File: src/rtl/ped_pkg.sv
package ped_pkg;

   typedef enum logic [1:0] {
      PED_EV_NONE = 2'd0,
      PED_EV_HIGH = 2'd1,
      PED_EV_LOW  = 2'd2
   } ped_event_e;

   typedef enum logic {
      PED_SEL_LEVEL  = 1'b0,
      PED_SEL_TOGGLE = 1'b1
   } ped_sel_e;

endpackage

File: src/rtl/ped_envelope.sv
module ped_envelope #(
   parameter int DW         = 8,
   parameter bit DECAY_EN   = 1'b1,
   parameter int DECAY_LOG2 = 8
) (
   input  logic          clk,
   input  logic          rst,
   input  logic [DW-1:0] sample_i,
   output logic [DW-1:0] max_o,
   output logic [DW-1:0] min_o
);

   localparam logic [DW-1:0] TOP_VAL = {DW{1'b1}};
   localparam int            CW      = (DECAY_LOG2 > 0) ? DECAY_LOG2 : 1;

   logic          tick;
   logic [DW-1:0] max_q, min_q;

   if (DW < 2) begin : g_bad_dw
      $error("ped_envelope: DW must be at least 2");
   end

   if (DECAY_EN) begin : g_decay
      logic [CW-1:0] cnt_q;

      if (DECAY_LOG2 < 1) begin : g_bad_decay
         $error("ped_envelope: DECAY_LOG2 must be at least 1 when decay is on");
      end

      always_ff @(posedge clk) begin
         if (rst) cnt_q <= '0;
         else     cnt_q <= cnt_q + 1'b1;
      end
      assign tick = &cnt_q;
   end else begin : g_nodecay
      assign tick = 1'b0;
   end

   always_ff @(posedge clk) begin
      if (rst) begin
         max_q <= '0;
         min_q <= TOP_VAL;
      end else begin
         if (sample_i > max_q)
            max_q <= sample_i;
         else if (tick && (max_q > sample_i))
            max_q <= max_q - 1'b1;

         if (sample_i < min_q)
            min_q <= sample_i;
         else if (tick && (min_q < sample_i))
            min_q <= min_q + 1'b1;
      end
   end

   assign max_o = max_q;
   assign min_o = min_q;

   // the maximum never sits below the sample just taken
   a_r2_max_covers: assert property (@(posedge clk) disable iff (rst)
      1'b1 |=> max_q >= $past(sample_i));
   // the minimum never sits above the sample just taken
   a_r2_min_covers: assert property (@(posedge clk) disable iff (rst)
      1'b1 |=> min_q <= $past(sample_i));
   // a falling maximum only steps by one
   a_r3_max_step: assert property (@(posedge clk) disable iff (rst)
      (max_q < $past(max_q)) |-> (max_q == $past(max_q) - 1'b1));
   // a rising minimum only steps by one
   a_r3_min_step: assert property (@(posedge clk) disable iff (rst)
      (min_q > $past(min_q)) |-> (min_q == $past(min_q) + 1'b1));

endmodule

File: src/rtl/ped_levels.sv
module ped_levels #(
   parameter int DW          = 8,
   parameter int REARM_SHIFT = 2
) (
   input  logic [DW-1:0] max_i,
   input  logic [DW-1:0] min_i,
   input  logic [DW-1:0] thr_i,
   output logic [DW-1:0] hi_fire_o,
   output logic [DW-1:0] hi_rearm_o,
   output logic [DW-1:0] lo_rearm_o,
   output logic [DW-1:0] lo_fire_o,
   output logic          en_o
);

   localparam int            EW      = DW + 1;
   localparam logic [DW-1:0] TOP_VAL = {DW{1'b1}};

   if (REARM_SHIFT < 0 || REARM_SHIFT >= DW) begin : g_bad_shift
      $error("ped_levels: REARM_SHIFT must lie in 0..DW-1");
   end

   function automatic logic [DW-1:0] clamp_sub(input logic [DW-1:0] a,
                                               input logic [DW-1:0] b);
      return (a >= b) ? (a - b) : '0;
   endfunction

   function automatic logic [DW-1:0] clamp_add(input logic [DW-1:0] a,
                                               input logic [DW-1:0] b);
      logic [EW-1:0] s;
      s = {1'b0, a} + {1'b0, b};
      return s[DW] ? TOP_VAL : s[DW-1:0];
   endfunction

   logic [DW-1:0] span, band;
   logic [EW-1:0] need;

   always_comb begin
      span       = (max_i >= min_i) ? (max_i - min_i) : '0;
      band       = span >> REARM_SHIFT;
      need       = {thr_i, 1'b0};
      en_o       = ({1'b0, span} >= need);
      hi_fire_o  = clamp_sub(max_i, thr_i);
      lo_fire_o  = clamp_add(min_i, thr_i);
      hi_rearm_o = clamp_sub(hi_fire_o, band);
      lo_rearm_o = clamp_add(lo_fire_o, band);
   end

   // each re-arm level lies on the inner side of its trigger level
   always_comb begin
      a_r4_band_order: assert ((hi_rearm_o <= hi_fire_o) && (lo_rearm_o >= lo_fire_o));
   end

endmodule

File: src/rtl/ped_detector.sv
module ped_detector
   import ped_pkg::*;
#(
   parameter int DW = 8
) (
   input  logic          clk,
   input  logic          rst,
   input  logic [DW-1:0] sample_i,
   input  logic [DW-1:0] hi_fire_i,
   input  logic [DW-1:0] hi_rearm_i,
   input  logic [DW-1:0] lo_rearm_i,
   input  logic [DW-1:0] lo_fire_i,
   input  logic          en_i,
   output logic          level_o,
   output logic          toggle_o
);

   ped_event_e ev;
   logic       arm_hi_q, arm_lo_q;
   logic       level_q, toggle_q;

   always_comb begin
      if (en_i && arm_hi_q && (sample_i >= hi_fire_i))
         ev = PED_EV_HIGH;
      else if (en_i && arm_lo_q && (sample_i <= lo_fire_i))
         ev = PED_EV_LOW;
      else
         ev = PED_EV_NONE;
   end

   always_ff @(posedge clk) begin
      if (rst) begin
         level_q  <= 1'b0;
         toggle_q <= 1'b0;
         arm_hi_q <= 1'b1;
         arm_lo_q <= 1'b1;
      end else begin
         unique case (ev)
            PED_EV_HIGH: begin
               level_q  <= 1'b1;
               toggle_q <= ~toggle_q;
               arm_hi_q <= 1'b0;
            end
            PED_EV_LOW: begin
               level_q  <= 1'b0;
               toggle_q <= ~toggle_q;
               arm_lo_q <= 1'b0;
            end
            default: ;
         endcase
         if ((ev != PED_EV_HIGH) && (sample_i < hi_rearm_i))
            arm_hi_q <= 1'b1;
         if ((ev != PED_EV_LOW) && (sample_i > lo_rearm_i))
            arm_lo_q <= 1'b1;
      end
   end

   assign level_o  = level_q;
   assign toggle_o = toggle_q;

   // level rises only after a sample at or above the high trigger
   a_r5_rise_cause: assert property (@(posedge clk) disable iff (rst)
      $rose(level_q) |-> $past(sample_i >= hi_fire_i));
   // level falls only after a sample at or below the low trigger
   a_r7_fall_cause: assert property (@(posedge clk) disable iff (rst)
      $fell(level_q) |-> $past(sample_i <= lo_fire_i));
   // any change of level comes with a toggle inversion
   a_r5_level_toggles: assert property (@(posedge clk) disable iff (rst)
      !$stable(level_q) |-> !$stable(toggle_q));
   // a suppressed cycle leaves both outputs unchanged
   a_r8_quiet_hold: assert property (@(posedge clk) disable iff (rst)
      !en_i |=> ($stable(toggle_q) && $stable(level_q)));
   // a disarmed high side does not fire on a high sample
   a_r6_no_refire: assert property (@(posedge clk) disable iff (rst)
      (!arm_hi_q && (sample_i >= hi_fire_i) && (sample_i > lo_fire_i)) |=> $stable(toggle_q));

endmodule

File: src/rtl/peak_edge_detector.sv
module peak_edge_detector
   import ped_pkg::*;
#(
   parameter int DW          = 8,
   parameter bit DECAY_EN    = 1'b1,
   parameter int DECAY_LOG2  = 8,
   parameter int REARM_SHIFT = 2
) (
   input  logic          clk,
   input  logic          rst,
   input  logic [DW-1:0] sample_i,
   input  logic [DW-1:0] thr_i,
   input  logic          sel_i,
   output logic [DW-1:0] env_max_o,
   output logic [DW-1:0] env_min_o,
   output logic [DW-1:0] hi_fire_o,
   output logic [DW-1:0] hi_rearm_o,
   output logic [DW-1:0] lo_rearm_o,
   output logic [DW-1:0] lo_fire_o,
   output logic          level_o,
   output logic          toggle_o,
   output logic          primary_o
);

   logic     en;
   ped_sel_e sel;

   ped_envelope #(.DW(DW), .DECAY_EN(DECAY_EN), .DECAY_LOG2(DECAY_LOG2)) u_env (
      .clk      (clk),
      .rst      (rst),
      .sample_i (sample_i),
      .max_o    (env_max_o),
      .min_o    (env_min_o)
   );

   ped_levels #(.DW(DW), .REARM_SHIFT(REARM_SHIFT)) u_lvl (
      .max_i      (env_max_o),
      .min_i      (env_min_o),
      .thr_i      (thr_i),
      .hi_fire_o  (hi_fire_o),
      .hi_rearm_o (hi_rearm_o),
      .lo_rearm_o (lo_rearm_o),
      .lo_fire_o  (lo_fire_o),
      .en_o       (en)
   );

   ped_detector #(.DW(DW)) u_det (
      .clk        (clk),
      .rst        (rst),
      .sample_i   (sample_i),
      .hi_fire_i  (hi_fire_o),
      .hi_rearm_i (hi_rearm_o),
      .lo_rearm_i (lo_rearm_o),
      .lo_fire_i  (lo_fire_o),
      .en_i       (en),
      .level_o    (level_o),
      .toggle_o   (toggle_o)
   );

   assign sel = ped_sel_e'(sel_i);

   always_comb begin
      unique case (sel)
         PED_SEL_TOGGLE: primary_o = toggle_o;
         default:        primary_o = level_o;
      endcase
   end

   // reset state of the envelope and detection outputs
   a_r1_reset_state: assert property (@(posedge clk)
      $past(rst) |-> (env_max_o == '0 && env_min_o == {DW{1'b1}} && !level_o && !toggle_o));

endmodule

File: config.mk
export PLATFORM = sky130hd
export DESIGN_NAME = peak_edge_detector
export DESIGN_NICKNAME = d
export VERILOG_FILES = /design/src/rtl/ped_pkg.sv /design/src/rtl/ped_envelope.sv /design/src/rtl/ped_levels.sv /design/src/rtl/ped_detector.sv /design/src/rtl/peak_edge_detector.sv
export SDC_FILE = /design/constraint.sdc
export NUM_CORES = 1
export LEC_CHECK = 0
export CAP_MARGIN = 20
export CORE_MARGIN = 8
export CORE_UTILIZATION = 53
export DETAILED_ROUTE_END_ITERATION = 12
export GPL_ROUTABILITY_DRIVEN = 0
export PLACE_DENSITY_LB_ADDON = 0.12
export SETUP_SLACK_MARGIN = 0.02
export SLEW_MARGIN = 0
export SYNTH_ARGS = -nofsm -noshare
export SYNTH_HDL_FRONTEND = slang
export SYNTH_HIERARCHICAL = 1
export SYNTH_SLANG_ARGS = --single-unit
File: constraint.sdc
create_clock -name clk -period 10.25 [get_ports clk]
set_input_delay 2.05 -clock clk [delete_from_list [all_inputs] [get_ports clk]]
set_output_delay 2.05 -clock clk [all_outputs]
set_load 0.02 [all_outputs]
# [Word level (Yosys, flattened, before mapping)]
# Index checks and enable logic that the tools add are counted.
[totals] output_inout_bits=51 reg_bits=28
[classes] eq_ne=4 n_reduce_logical=15 bitwise_logic=1 addsub=8 muxes=13 n_lt_le_gt_ge=12
[ops] op="$mux 8" n=9
[ops] op="$ge 8x8->1" n=3
[ops] op="$gt 8x8->1" n=3
[ops] op="$lt 8x8->1" n=3
[ops] op="$add 8x1->8 const B" n=2
[ops] op="$sub 8x8->8" n=2
[ops] op="$add 8x6->9" n=1
[ops] op="$add 8x8->9" n=1
[ops] op="$ge 8x9->1" n=1
[ops] op="$ge 8x6->1" n=1
[ops] op="$le 8x8->1" n=1
[ops] op="$logic_and 1x1->1" n=8
[ops] op="$reduce_and 8->1" n=1
[ops] op="$sub 8x1->8 const B" n=1
[ops] op="$sub 8x6->8" n=1
[ops] op="$reduce_bool 2->1" n=3
[ops] op="$reduce_or 2->1" n=3
[ops] op="$mux 2" n=2
[ops] op="$eq 2x1->1 const B" n=1
[ops] op="$eq 2x2->1 const B" n=1
[ops] op="$ne 2x1->1 const B" n=1
[ops] op="$ne 2x2->1 const B" n=1
[ops] op="$pmux 1 s2" n=1
[ops] op="$mux 1" n=1
[ops] op="$not 1->1" n=1

# [Longest topological paths before layout]
# Gate-level depths: netlist of the first run.
[logic_depth] depth_word=10 depth_mapped=27 mapped_depth_nobuf=27

# [Modules after synthesis]
# The synthesis of the first run kept the hierarchy.
[by_module_without_submodules] module="ped_levels" seq_area_each_um2=0.0 n_inst=1 area_per_inst_um2=1978.1 cells_each=273
[by_module_without_submodules] module="ped_envelope" seq_area_each_um2=480.5 n_inst=1 area_per_inst_um2=1652.8 cells_each=197
[by_module_without_submodules] module="ped_detector" seq_area_each_um2=80.1 n_inst=1 area_per_inst_um2=957.2 cells_each=123
[by_module_without_submodules] module="peak_edge_detector" seq_area_each_um2=0.0 n_inst=1 area_per_inst_um2=15.0 cells_each=1

# [Least setup slack after synthesis of the first run]
# No wires, ideal clock.
[synth_timing] kind="input to output" from="input port thr_i[0]" to="output port hi_rearm_o[5]" arrival_ps=5492 stages=15 required_ps=8200 setup_slack_ps=2708 cell_sequence="ha_1 > fa_1 > nand2b_1 > a21oi_1 > o21bai_1 > and2_0 > or2_2 > ha_1 > fa_1 > inv_1 > a21oi_1 > maj3_1 > nor2_1 > o31ai_1 > mux2i_1"
[synth_via] elab_chain_cells=4 elab_cells_between_ends=6 cone_classes="add/sub (2); order compare (2); mux (2)"
[synth_rtl] item="start: declaration" line="peak_edge_detector.sv:12" rtl="input logic [DW-1:0] thr_i,"
[synth_rtl] item="$sub 8x8->8 or $ge 8x8->1 (tied branches)" line="ped_levels.sv:24" rtl="return (a >= b) ? (a - b) : '0;"
[synth_rtl] item="$mux 8 *" line="ped_levels.sv:24"
[synth_rtl] item="$sub 8x6->8 or $ge 8x6->1 (tied branches)" line="ped_levels.sv:24"
[synth_rtl] item="$mux 8 *" line="ped_levels.sv:24"
[synth_rtl] item="end: declaration" line="peak_edge_detector.sv:17" rtl="output logic [DW-1:0] hi_rearm_o,"
# Mark *: on every way between the ends. The rest lies on a longest branch, timed or not.

# [Worst setup path in the final report of the first run]
[layout_timing] from="input port thr_i[0]" to="output port lo_rearm_o[1]"
[layout_via] elab_chain_cells=4
[layout_rtl] item="$add 8x8->9" line="ped_levels.sv:30" rtl="s = {1'b0, a} + {1'b0, b};"
[layout_rtl] item="$mux 8" line="ped_levels.sv:31" rtl="return s[DW] ? TOP_VAL : s[DW-1:0];"
[layout_rtl] item="$add 8x6->9" line="ped_levels.sv:30"
[layout_rtl] item="$mux 8" line="ped_levels.sv:31"
[layout_rtl] item="end: declaration" line="peak_edge_detector.sv:18" rtl="output logic [DW-1:0] lo_rearm_o,"
# Every way passes these cells.

==> run metrics, run 1 <==
Clock Pin Slew Worst Setup and Hold Paths 0.11 ns; Setup crit start kind primary input; Starting Density 0.538; # IOs 70; period utilisation layout 0.867; cts hold-fix bufs 0; Yosys Warn Count 6; Critical Path Max Stage Delay 0.56 ns; routed len/inst 18.6 um; post-synthesis async set-or-reset flop share 0; vias post-DR 4727; worst-case hold slack around 0.45 ns; Leak about 2.6 nW; share of cells above drive strength 1 0.0422; cells along the critical path clkdlybuf4s50_1 -> ha_1 -> inv_1 -> fa_1 -> nor2b_1 -> o21ai_0 -> a21oi_1 -> o21a_1 -> o211ai_1 -> and2_1 -> nand2b_1 -> ha_1 -> fa_1 -> a21oi_1 -> nor2_1 -> nor2_1 -> o21bai_1 -> a21oi_1 -> inv_1 -> and3_1 -> or2_2 -> clkdlybuf4s50_1; Worst-Skew Late Latency 0.28 ns; worst-case vdd ir drop approximately 0.0002 V; H-tree lvl count 1; drt total wl about 14000 um; area of the mapped netlist 4600 um2; post-cts resize count 0; vias in the first global route between 4000 and 5000; syn_nets a little over 700; DP HPWL 11300 um; # DRC 0; number of synthesized flops with an enable pin 0; clk sinks 28; first-pass detailed-route iteration total 7; CORE AREA 8550 um2; DP Worst Slack 1.48 ns; Post-Syn Area per Cell 7.75 um2; antenna violations before repair 0; Max-cap violations 0; type of the worst setup path in2out; Port Buffers just under 70; Worst Skew just under 0.006 ns; Layout area overhead 19.2%; Slew Limit Headroom 0.334; Num CTS Buffers 3; finished layout cell area 5490 um2; area occupied by multi-input gates 3720 um2; count of final setup violators 0; Max Fclk about 0.11 GHz; Least-Margin Pin Slew around 1.0 ns; Row Count 34; setup TNS 0 ns; Worst Path Arrival 6.84 ns; Mapped Cells 594; Final Hold Vio Count 0; placed cell area roughly 5400 um2; CP Data Required Time 8.20 ns; DIE WIDTH 109 um; Hold Path Class reg2reg; Slowest cell on crit path clkdlybuf4s50_1; Fillers 786; die area approximately 12000 um2; Seq/Total Area, Yosys 0.122; post-route ant nets 0; minimum clock period 8.89 ns; register area 561 um2; Via density approximately 6.1; root buffer cell clkbuf_8; fin nets 780; Synth cell types between 70 and 80; first-pass GRT wire length 23000 um; largest net degree at the start of global routing 26; die height roughly 110 um; Max FO, Critical Path 6; top_reg_cell synth dfxtp_1; Util after Layout 0.641; remaining global-route overflow 0; max-slew violation count 0; Pwr Density 183 nW/um2; CTS max path bufs 2; Overall Global Routing Usage 0.242; most frequent CP cell a21oi_1; initial DRC count 344; Final WS setup 1.36 ns; register bit total from synthesis 28; outcome completed; n_diodes 0; post-CTS repair timing setup buffer count 0; RSZ-0062 raised after global routing false; CTS tree done; Setup crit end kind output pin
layer usage:
metal,track usage,part of all wire,vias to the layer above
met3,0.0414,0.069,32
met4,0.0878,0.029,0
met5,0,0,-
met1,0.286,0.42,2188
met2,0.428,0.48,202
li1,-,-,2305
sequential cells by signal (all words and copies together), names as in the netlist:
signal / flops
u_env/g_decay.cnt_q: 8
u_env/max_o: 8
u_env/min_o: 8
u_det/arm_hi_q: 1
u_det/arm_lo_q: 1
u_det/level_o: 1
u_det/toggle_o: 1
worst paths after layout:
| path | to | slack (ns) | depth (start not counted) | from |
|---|---|---|---|---|
| min reg2reg | u_env/g_decay.cnt_q[0] | 0.45 | 1 | u_env/g_decay.cnt_q[0] |
| max | lo_rearm_o[1] | 1.36 | 22 | thr_i[0] |
| min | u_env/g_decay.cnt_q[0] | 0.45 | 1 | u_env/g_decay.cnt_q[0] |
| max reg2reg | u_det/arm_lo_q | 4.89 | 23 | u_env/min_o[2] |
placed cells by master, fill, tap and decap left out, drive strengths merged, types with 7 or more instances in the layout:
| cell type | count |
|---|---|
| ha | 92 |
| inv | 81 |
| clkdlybuf4s50 | 69 |
| nor2 | 52 |
| a21oi | 47 |
| dfxtp | 28 |
| nand2 | 24 |
| o21ai | 24 |
| xnor2 | 16 |
| nand4 | 15 |
| nand3 | 15 |
| o31ai | 13 |
| xor2 | 13 |
| o211ai | 12 |
| a21o | 11 |
| o21a | 11 |
| nor2b | 10 |
| nor3 | 10 |
| nand2b | 9 |
| a31oi | 9 |
| or2 | 9 |
| o21bai | 8 |
| and3 | 7 |
per-stage QoR:
| step | cells | total power [mW] |
|---|---|---|
| final | 771 | 1.01 |
| after global routing | 771 | 1.09 |
| after CTS | 771 | 1.00 |
| after detailed placement | 767 | 0.905 |
| after global placement | 767 | 0.887 |
| after floorplan | 594 | 0.650 |
cell type report:
| class | count | share of cell area |
|---|---|---|
| Tap cell | 108 | 0.0246 |
| Clock buffer | 3 | 0.00753 |
| Multi-Input combinational cell | 481 | 0.679 |
| Sequential cell | 28 | 0.102 |
| Inverter | 81 | 0.0554 |
| Timing Repair Buffer | 69 | 0.126 |
| Clock inverter | 1 | 0.00547 |
logic make-up after synthesis:
group / Yosys count / share of synthesized area
AO/OA/AOI/OAI: 171 / 0.259
XOR/XNOR: 29 / 0.0552
adder cells (fa/ha/maj): 98 / 0.274
buffers and inverters: 85 / 0.0693
flip-flops: 28 / 0.122
multiplexers: 7 / 0.0174
AND/OR/NAND/NOR: 176 / 0.204
critical path, delay by kind of cell:
kind,cells,cell delay (ns)
adder cells (fa/ha/maj),4,1.10
buffers and inverters,4,1.19
AO/OA/AOI/OAI,7,1.25
AND/OR/NAND/NOR,7,1.24
synth_stat cells (all sizes together) (12+ instances only):
library cell / number / area, um2
o211ai: 12 / 90.1
nand4: 15 / 100
ha: 92 / 1150
nand3: 15 / 80.1
a21oi: 47 / 235
o31ai: 13 / 97.6
xor2: 13 / 114
nor2: 52 / 195
dfxtp: 28 / 561
inv: 81 / 304
xnor2: 16 / 140
nand2: 24 / 90.1
o21ai: 24 / 120
report_power, final:
| group | internal, mW | leakage, nW | total (mW) | switching [mW] |
|---|---|---|---|---|
| clock | 0.0523 | 0.0357 | 0.0917 | 0.0393 |
| combinational | 0.332 | 2.37 | 0.762 | 0.430 |
| sequential | 0.121 | 0.231 | 0.152 | 0.0310 |
Note: power is estimated with default switching activity, not from simulation.
==> run 2: changes to the inputs <==
- CORE_MARGIN: 8 -> 2
==> run 2 against run 1 <==
Global-route usage up 4.6 points. Clock skew rose by 0.0028 ns. Clock power about the same. Worst hold slack improved by 0.011 ns. Final area is essentially flat. Combinational power about the same. Fmax up 0.62%. Critical path depth did not move. Routed wire length down 3.8%. Utilization grew 2.0 points. Cell count down 0.26%. Sequential power hardly changed. Largest power group unchanged.
==> run metrics, run 2 (same netlist as run 1, synthesis figures left out) <==
share of cells above drive strength 1 0.0437 (was 0.0422); placed cell area 5420 um2 (was 5410 um2); Final Hold Vio Count 0 (unchanged); initial DRC count 365 (was 344); Port Buffers 69 (unchanged); first-pass detailed-route iteration total 5 (was 7); CTS tree done (unchanged); Layout Cells excl Fill 769 (was 771); Max Fclk 0.113 GHz (about the same); DP HPWL 11000 um (was 11300 um); minimum clock period 8.83 ns (was 8.89 ns); Slew Limit Headroom 0.591 (was 0.334); count of final setup violators 0 (unchanged); Least-Margin Pin Slew 0.614 ns (was 0.995 ns); Row Count 33 (was 34); Clock Power Share 0.092 (was 0.091); DIE WIDTH 97.2 um (was 109 um); RSZ-0062 raised after global routing false (unchanged); max-slew violation count 0 (unchanged); remaining global-route overflow 0 (unchanged); vias post-DR 4770 (was 4727); Max-cap violations 0 (unchanged); Reg power frac 0.152 (was 0.151); CP Data Required Time 8.20 ns (about the same); largest net degree at the start of global routing 26 (unchanged); Worst Skew 0.00876 ns (was 0.00596 ns); antenna violations before repair 0 (unchanged); post-cts resize count 0 (unchanged); clk sinks 28 (unchanged); Starting Density 0.555 (was 0.538); CTS max path bufs 2 (unchanged); first-pass GRT wire length 22500 um (was 23000 um); die height 97.2 um (was 109 um); Via density 6.20 (was 6.13); root buffer cell clkbuf_8 (unchanged); die area 9450 um2 (was 11900 um2); Worst-Skew Late Latency 0.29 ns (was 0.28 ns); # DRC 0 (unchanged); Worst Path Arrival 6.78 ns (was 6.84 ns); CORE AREA 8300 um2 (was 8550 um2); n_diodes 0 (unchanged); Worst R2R Path Depth 23 (unchanged); vias in the first global route 4686 (was 4725); commonest non-fill, non-tap cells in the layout 92 x ha_1, 81 x inv_1, 69 x clkdlybuf4s50_1 (unchanged); logic gate share of total power 0.757 (about the same); Util after Layout 0.661 (was 0.641); cts hold-fix bufs 0 (unchanged); # IOs 70 (unchanged); worst-case hold slack 0.462 ns (was 0.451 ns); H-tree lvl count 1 (unchanged); setup TNS 0 ns (unchanged); Layout area overhead 19.2% (about the same); drt total wl 13800 um (was 14300 um); internal power 0.506 mW (was 0.505 mW); post-CTS repair timing setup buffer count 0 (unchanged); Hold Path Class reg2reg (unchanged); Num CTS Buffers 3 (unchanged); Final WS setup 1.42 ns (was 1.36 ns); post-route ant nets 0 (unchanged); switching power 0.499 mW (was 0.501 mW); Overall Global Routing Usage 0.288 (was 0.242); Leak 2.64 nW (about the same); routed len/inst 18.0 um (was 18.6 um); # placed instances 765 (was 767); outcome completed (unchanged); Clock Pin Slew Worst Setup and Hold Paths 0.11 ns (about the same); sw frac 0.496 (was 0.498); period utilisation layout 0.862 (was 0.867); commonest non-fill, non-tap cell in the layout ha_1 (unchanged); Setup crit end kind output pin (unchanged); hold path depth 1 (unchanged); worst-case vdd ir drop 0.000183 V (was 0.000199 V); finished layout cell area 5490 um2 (about the same); Pwr Density 183 nW/um2 (about the same); DP Worst Slack 1.51 ns (was 1.48 ns); Setup crit start kind primary input (unchanged); Max FO, Critical Path 6 (unchanged); total power 1.01 mW (about the same); type of the worst setup path in2out (unchanged); fin nets 781 (was 780)
-- run 2: cell types whose count changed in the layout (fill, tap and decap cells not counted), sizes merged --
cell | previous run | this run
buf | 0 | 1
-- run 2: critical path, stage by stage --
cell,delay (ns)
clkdlybuf4s50_1,0.47
ha_1,0.24
inv_1,0.07
fa_1,0.18
nor2b_1,0.07
o21ai_0,0.21
a21oi_1,0.13
o21a_1,0.21
o211ai_1,0.23
and2_1,0.26
nand2b_1,0.14
ha_1,0.25
fa_1,0.41
a21oi_1,0.18
nor2_1,0.06
nor2_1,0.15
o21bai_1,0.08
a21oi_1,0.24
inv_1,0.09
and3_1,0.23
or2_2,0.30
clkdlybuf4s50_1,0.54
-- run 2: final cells by class --
class                      count  area (um2)
clock buffer                   3        41.3
timing repair buffer          70         698
tap                          105         131
sequential                    28         561
multi-input combinational    481        3720
fill                         729        2810
inverter                      81         304
clock inverter                 1        30.0
-- run 2: worst paths after layout --
check	from	end	slack, ns
worst max-delay path	thr_i[0]	lo_rearm_o[0]	1.42
worst min-delay path	u_env/g_decay.cnt_q[0]	u_env/g_decay.cnt_q[0]	0.46
worst max register to register	u_env/min_o[2]	u_det/arm_lo_q	4.87
worst min register to register	u_env/g_decay.cnt_q[0]	u_env/g_decay.cnt_q[0]	0.46
-- run 2: power by group through the flow --
| stage | clock [mW] | combinational [mW] | sequential, mW |
|---|---|---|---|
| 6_report | 0.0920 | 0.761 | 0.152 |
| 5_1_grt | 0.0982 | 0.837 | 0.155 |
| 4_1_cts | 0.0945 | 0.756 | 0.152 |
| 3_5_place_dp | 0 | 0.749 | 0.155 |
| 3_3_place_gp | 0 | 0.728 | 0.155 |
| 2_1_floorplan | 0 | 0.495 | 0.155 |
-- run 2: metal layers --
| metal | wire length [um] | track usage |
|---|---|---|
| met4 | 564 | 0.130 |
| met2 | 6550 | 0.497 |
| met3 | 1040 | 0.0561 |
| met5 | 0 | 0 |
| met1 | 5650 | 0.344 |
==> run 3: changes to the inputs <==
- PLACE_DENSITY: not set -> 0.76
- PLACE_DENSITY_LB_ADDON: 0.12 -> not set
==> run 3 against run 2 <==
Sequential power about the same. Sequential cell count unchanged. Global-route usage decreased by 0.51 points. Routed wire length decreased by 0.61%.
==> run metrics, run 3 (same netlist as run 1, synthesis figures left out) <==
vias post-DR 4807 (was 4770); DP HPWL 11000 um (about the same); Worst Skew 0.0135 ns (was 0.00876 ns); cts hold-fix bufs 0 (unchanged); Leak 2.64 nW (about the same); first-pass GRT wire length 22400 um (was 22500 um); die area 9450 um2 (unchanged); first-pass detailed-route iteration total 5 (unchanged); Port Buffers 69 (unchanged); Max-cap violations 0 (unchanged); Layout area overhead 19.1% (was 19.2%); total power 1.00 mW (was 1.01 mW); hold path depth 1 (unchanged); fin nets 780 (was 781); Max Fclk 0.113 GHz (about the same); post-cts resize count 0 (unchanged); Via density 6.26 (was 6.20); setup TNS 0 ns (unchanged); H-tree lvl count 1 (unchanged); Row Count 33 (unchanged); placed cell area 5410 um2 (was 5420 um2); Util after Layout 0.660 (was 0.661); Hold Path Class reg2reg (unchanged); finished layout cell area 5480 um2 (was 5490 um2); sw frac 0.495 (was 0.496); post-route ant nets 0 (unchanged); remaining global-route overflow 0 (unchanged); Clock Power Share 0.094 (was 0.092); RSZ-0062 raised after global routing false (unchanged); Worst Path Arrival 6.82 ns (was 6.78 ns); type of the worst setup path in2out (unchanged); Worst R2R Path Depth 23 (unchanged); Overall Global Routing Usage 0.283 (was 0.288); die height 97.2 um (unchanged); Clock Pin Slew Worst Setup and Hold Paths 0.12 ns (was 0.11 ns); Slew Limit Headroom 0.354 (was 0.591); commonest non-fill, non-tap cells in the layout 92 x ha_1, 81 x inv_1, 69 x clkdlybuf4s50_1 (unchanged); CP Data Required Time 8.20 ns (about the same); internal power 0.506 mW (about the same); post-CTS repair timing setup buffer count 0 (unchanged); root buffer cell clkbuf_8 (unchanged); initial DRC count 262 (was 365); worst-case vdd ir drop 0.000126 V (was 0.000183 V); Setup crit start kind primary input (unchanged); vias in the first global route 4606 (was 4686); commonest non-fill, non-tap cell in the layout ha_1 (unchanged); Num CTS Buffers 3 (unchanged); CORE AREA 8300 um2 (unchanged); routed len/inst 17.9 um (was 18.0 um); CTS tree done (unchanged); Worst-Skew Late Latency 0.29 ns (about the same); DIE WIDTH 97.2 um (unchanged); CTS max path bufs 2 (unchanged); Max FO, Critical Path 6 (unchanged); antenna violations before repair 0 (unchanged); drt total wl 13700 um (was 13800 um); outcome completed (unchanged); share of cells above drive strength 1 0.0422 (was 0.0437); largest net degree at the start of global routing 26 (unchanged); Final Hold Vio Count 0 (unchanged); period utilisation layout 0.865 (was 0.862); switching power 0.495 mW (was 0.499 mW); minimum clock period 8.87 ns (was 8.83 ns); max-slew violation count 0 (unchanged); count of final setup violators 0 (unchanged); n_diodes 0 (unchanged); Pwr Density 183 nW/um2 (about the same); Starting Density 0.555 (unchanged); logic gate share of total power 0.755 (was 0.757); # IOs 70 (unchanged); Least-Margin Pin Slew 0.965 ns (was 0.614 ns); Reg power frac 0.151 (was 0.152); Setup crit end kind output pin (unchanged); clk sinks 28 (unchanged); # DRC 0 (unchanged)
run 3: changes by cell type in the layout (fill, tap and decap cells not counted), sizes merged:
cell,change
buf,-1
run 3: final timing paths:
| path | to | startpoint | slack [ns] |
|---|---|---|---|
| hold reg to reg | u_env/g_decay.cnt_q[0] | u_env/g_decay.cnt_q[0] | 0.46 |
| setup reg to reg | u_det/arm_hi_q | u_env/max_o[0] | 4.90 |
| hold / removal | u_env/g_decay.cnt_q[0] | u_env/g_decay.cnt_q[0] | 0.46 |
| setup / recovery | lo_rearm_o[0] | thr_i[0] | 1.38 |
run 3: routing by layer:
layer / routed length (um) / track usage
met4: 348 / 0.0715
met5: 0 / 0
met2: 6240 / 0.465
met3: 963 / 0.0360
met1: 6170 / 0.391
run 3: metrics by stage:
| stage | instances | hold WS, ns | worst slack [ns] |
|---|---|---|---|
| 6_report | 768 | 0.461 | 1.38 |
| 5_1_grt | 768 | 0.476 | 1.06 |
| 4_1_cts | 768 | 0.462 | 1.47 |
| 3_5_place_dp | 764 | 0.444 | 1.49 |
| 3_3_place_gp | 764 | 0.429 | 1.67 |
| 2_1_floorplan | 594 | 0.418 | 2.71 |
run 3: final cells by class:
| type | count | area (um2) |
|---|---|---|
| multi-input cells | 481 | 3720 |
| well taps | 105 | 131 |
| clock buffers | 3 | 41.3 |
| flip-flops and latches | 28 | 561 |
| inverters | 81 | 304 |
| clock inverters | 1 | 30.0 |
| fillers | 730 | 2820 |
| repair buffers | 69 | 691 |
run 3: worst max-delay path, cell delays in order:
cell and delay (ns):
clkdlybuf4s50_1 0.46, ha_1 0.25, inv_1 0.07, fa_1 0.18
nor2b_1 0.06, o21ai_0 0.24, a21oi_1 0.13, o21a_1 0.21
o211ai_1 0.24, and2_1 0.27, nand2b_1 0.13, ha_1 0.25
fa_1 0.41, a21oi_1 0.16, nor2_1 0.05, nor2_1 0.16
o21bai_1 0.09, a21oi_1 0.23, inv_1 0.09, and3_1 0.23
or2_2 0.30, clkdlybuf4s50_1 0.54
run 3: power by group through the flow:
stage / Sequential (mW) / Clock (mW) / Combinational, mW
after CTS: 0.150 / 0.0957 / 0.749
final: 0.151 / 0.0939 / 0.756
after detailed placement: 0.153 / 0 / 0.745
after global placement: 0.153 / 0 / 0.725
after global routing: 0.154 / 0.0980 / 0.830
after floorplan: 0.155 / 0 / 0.495
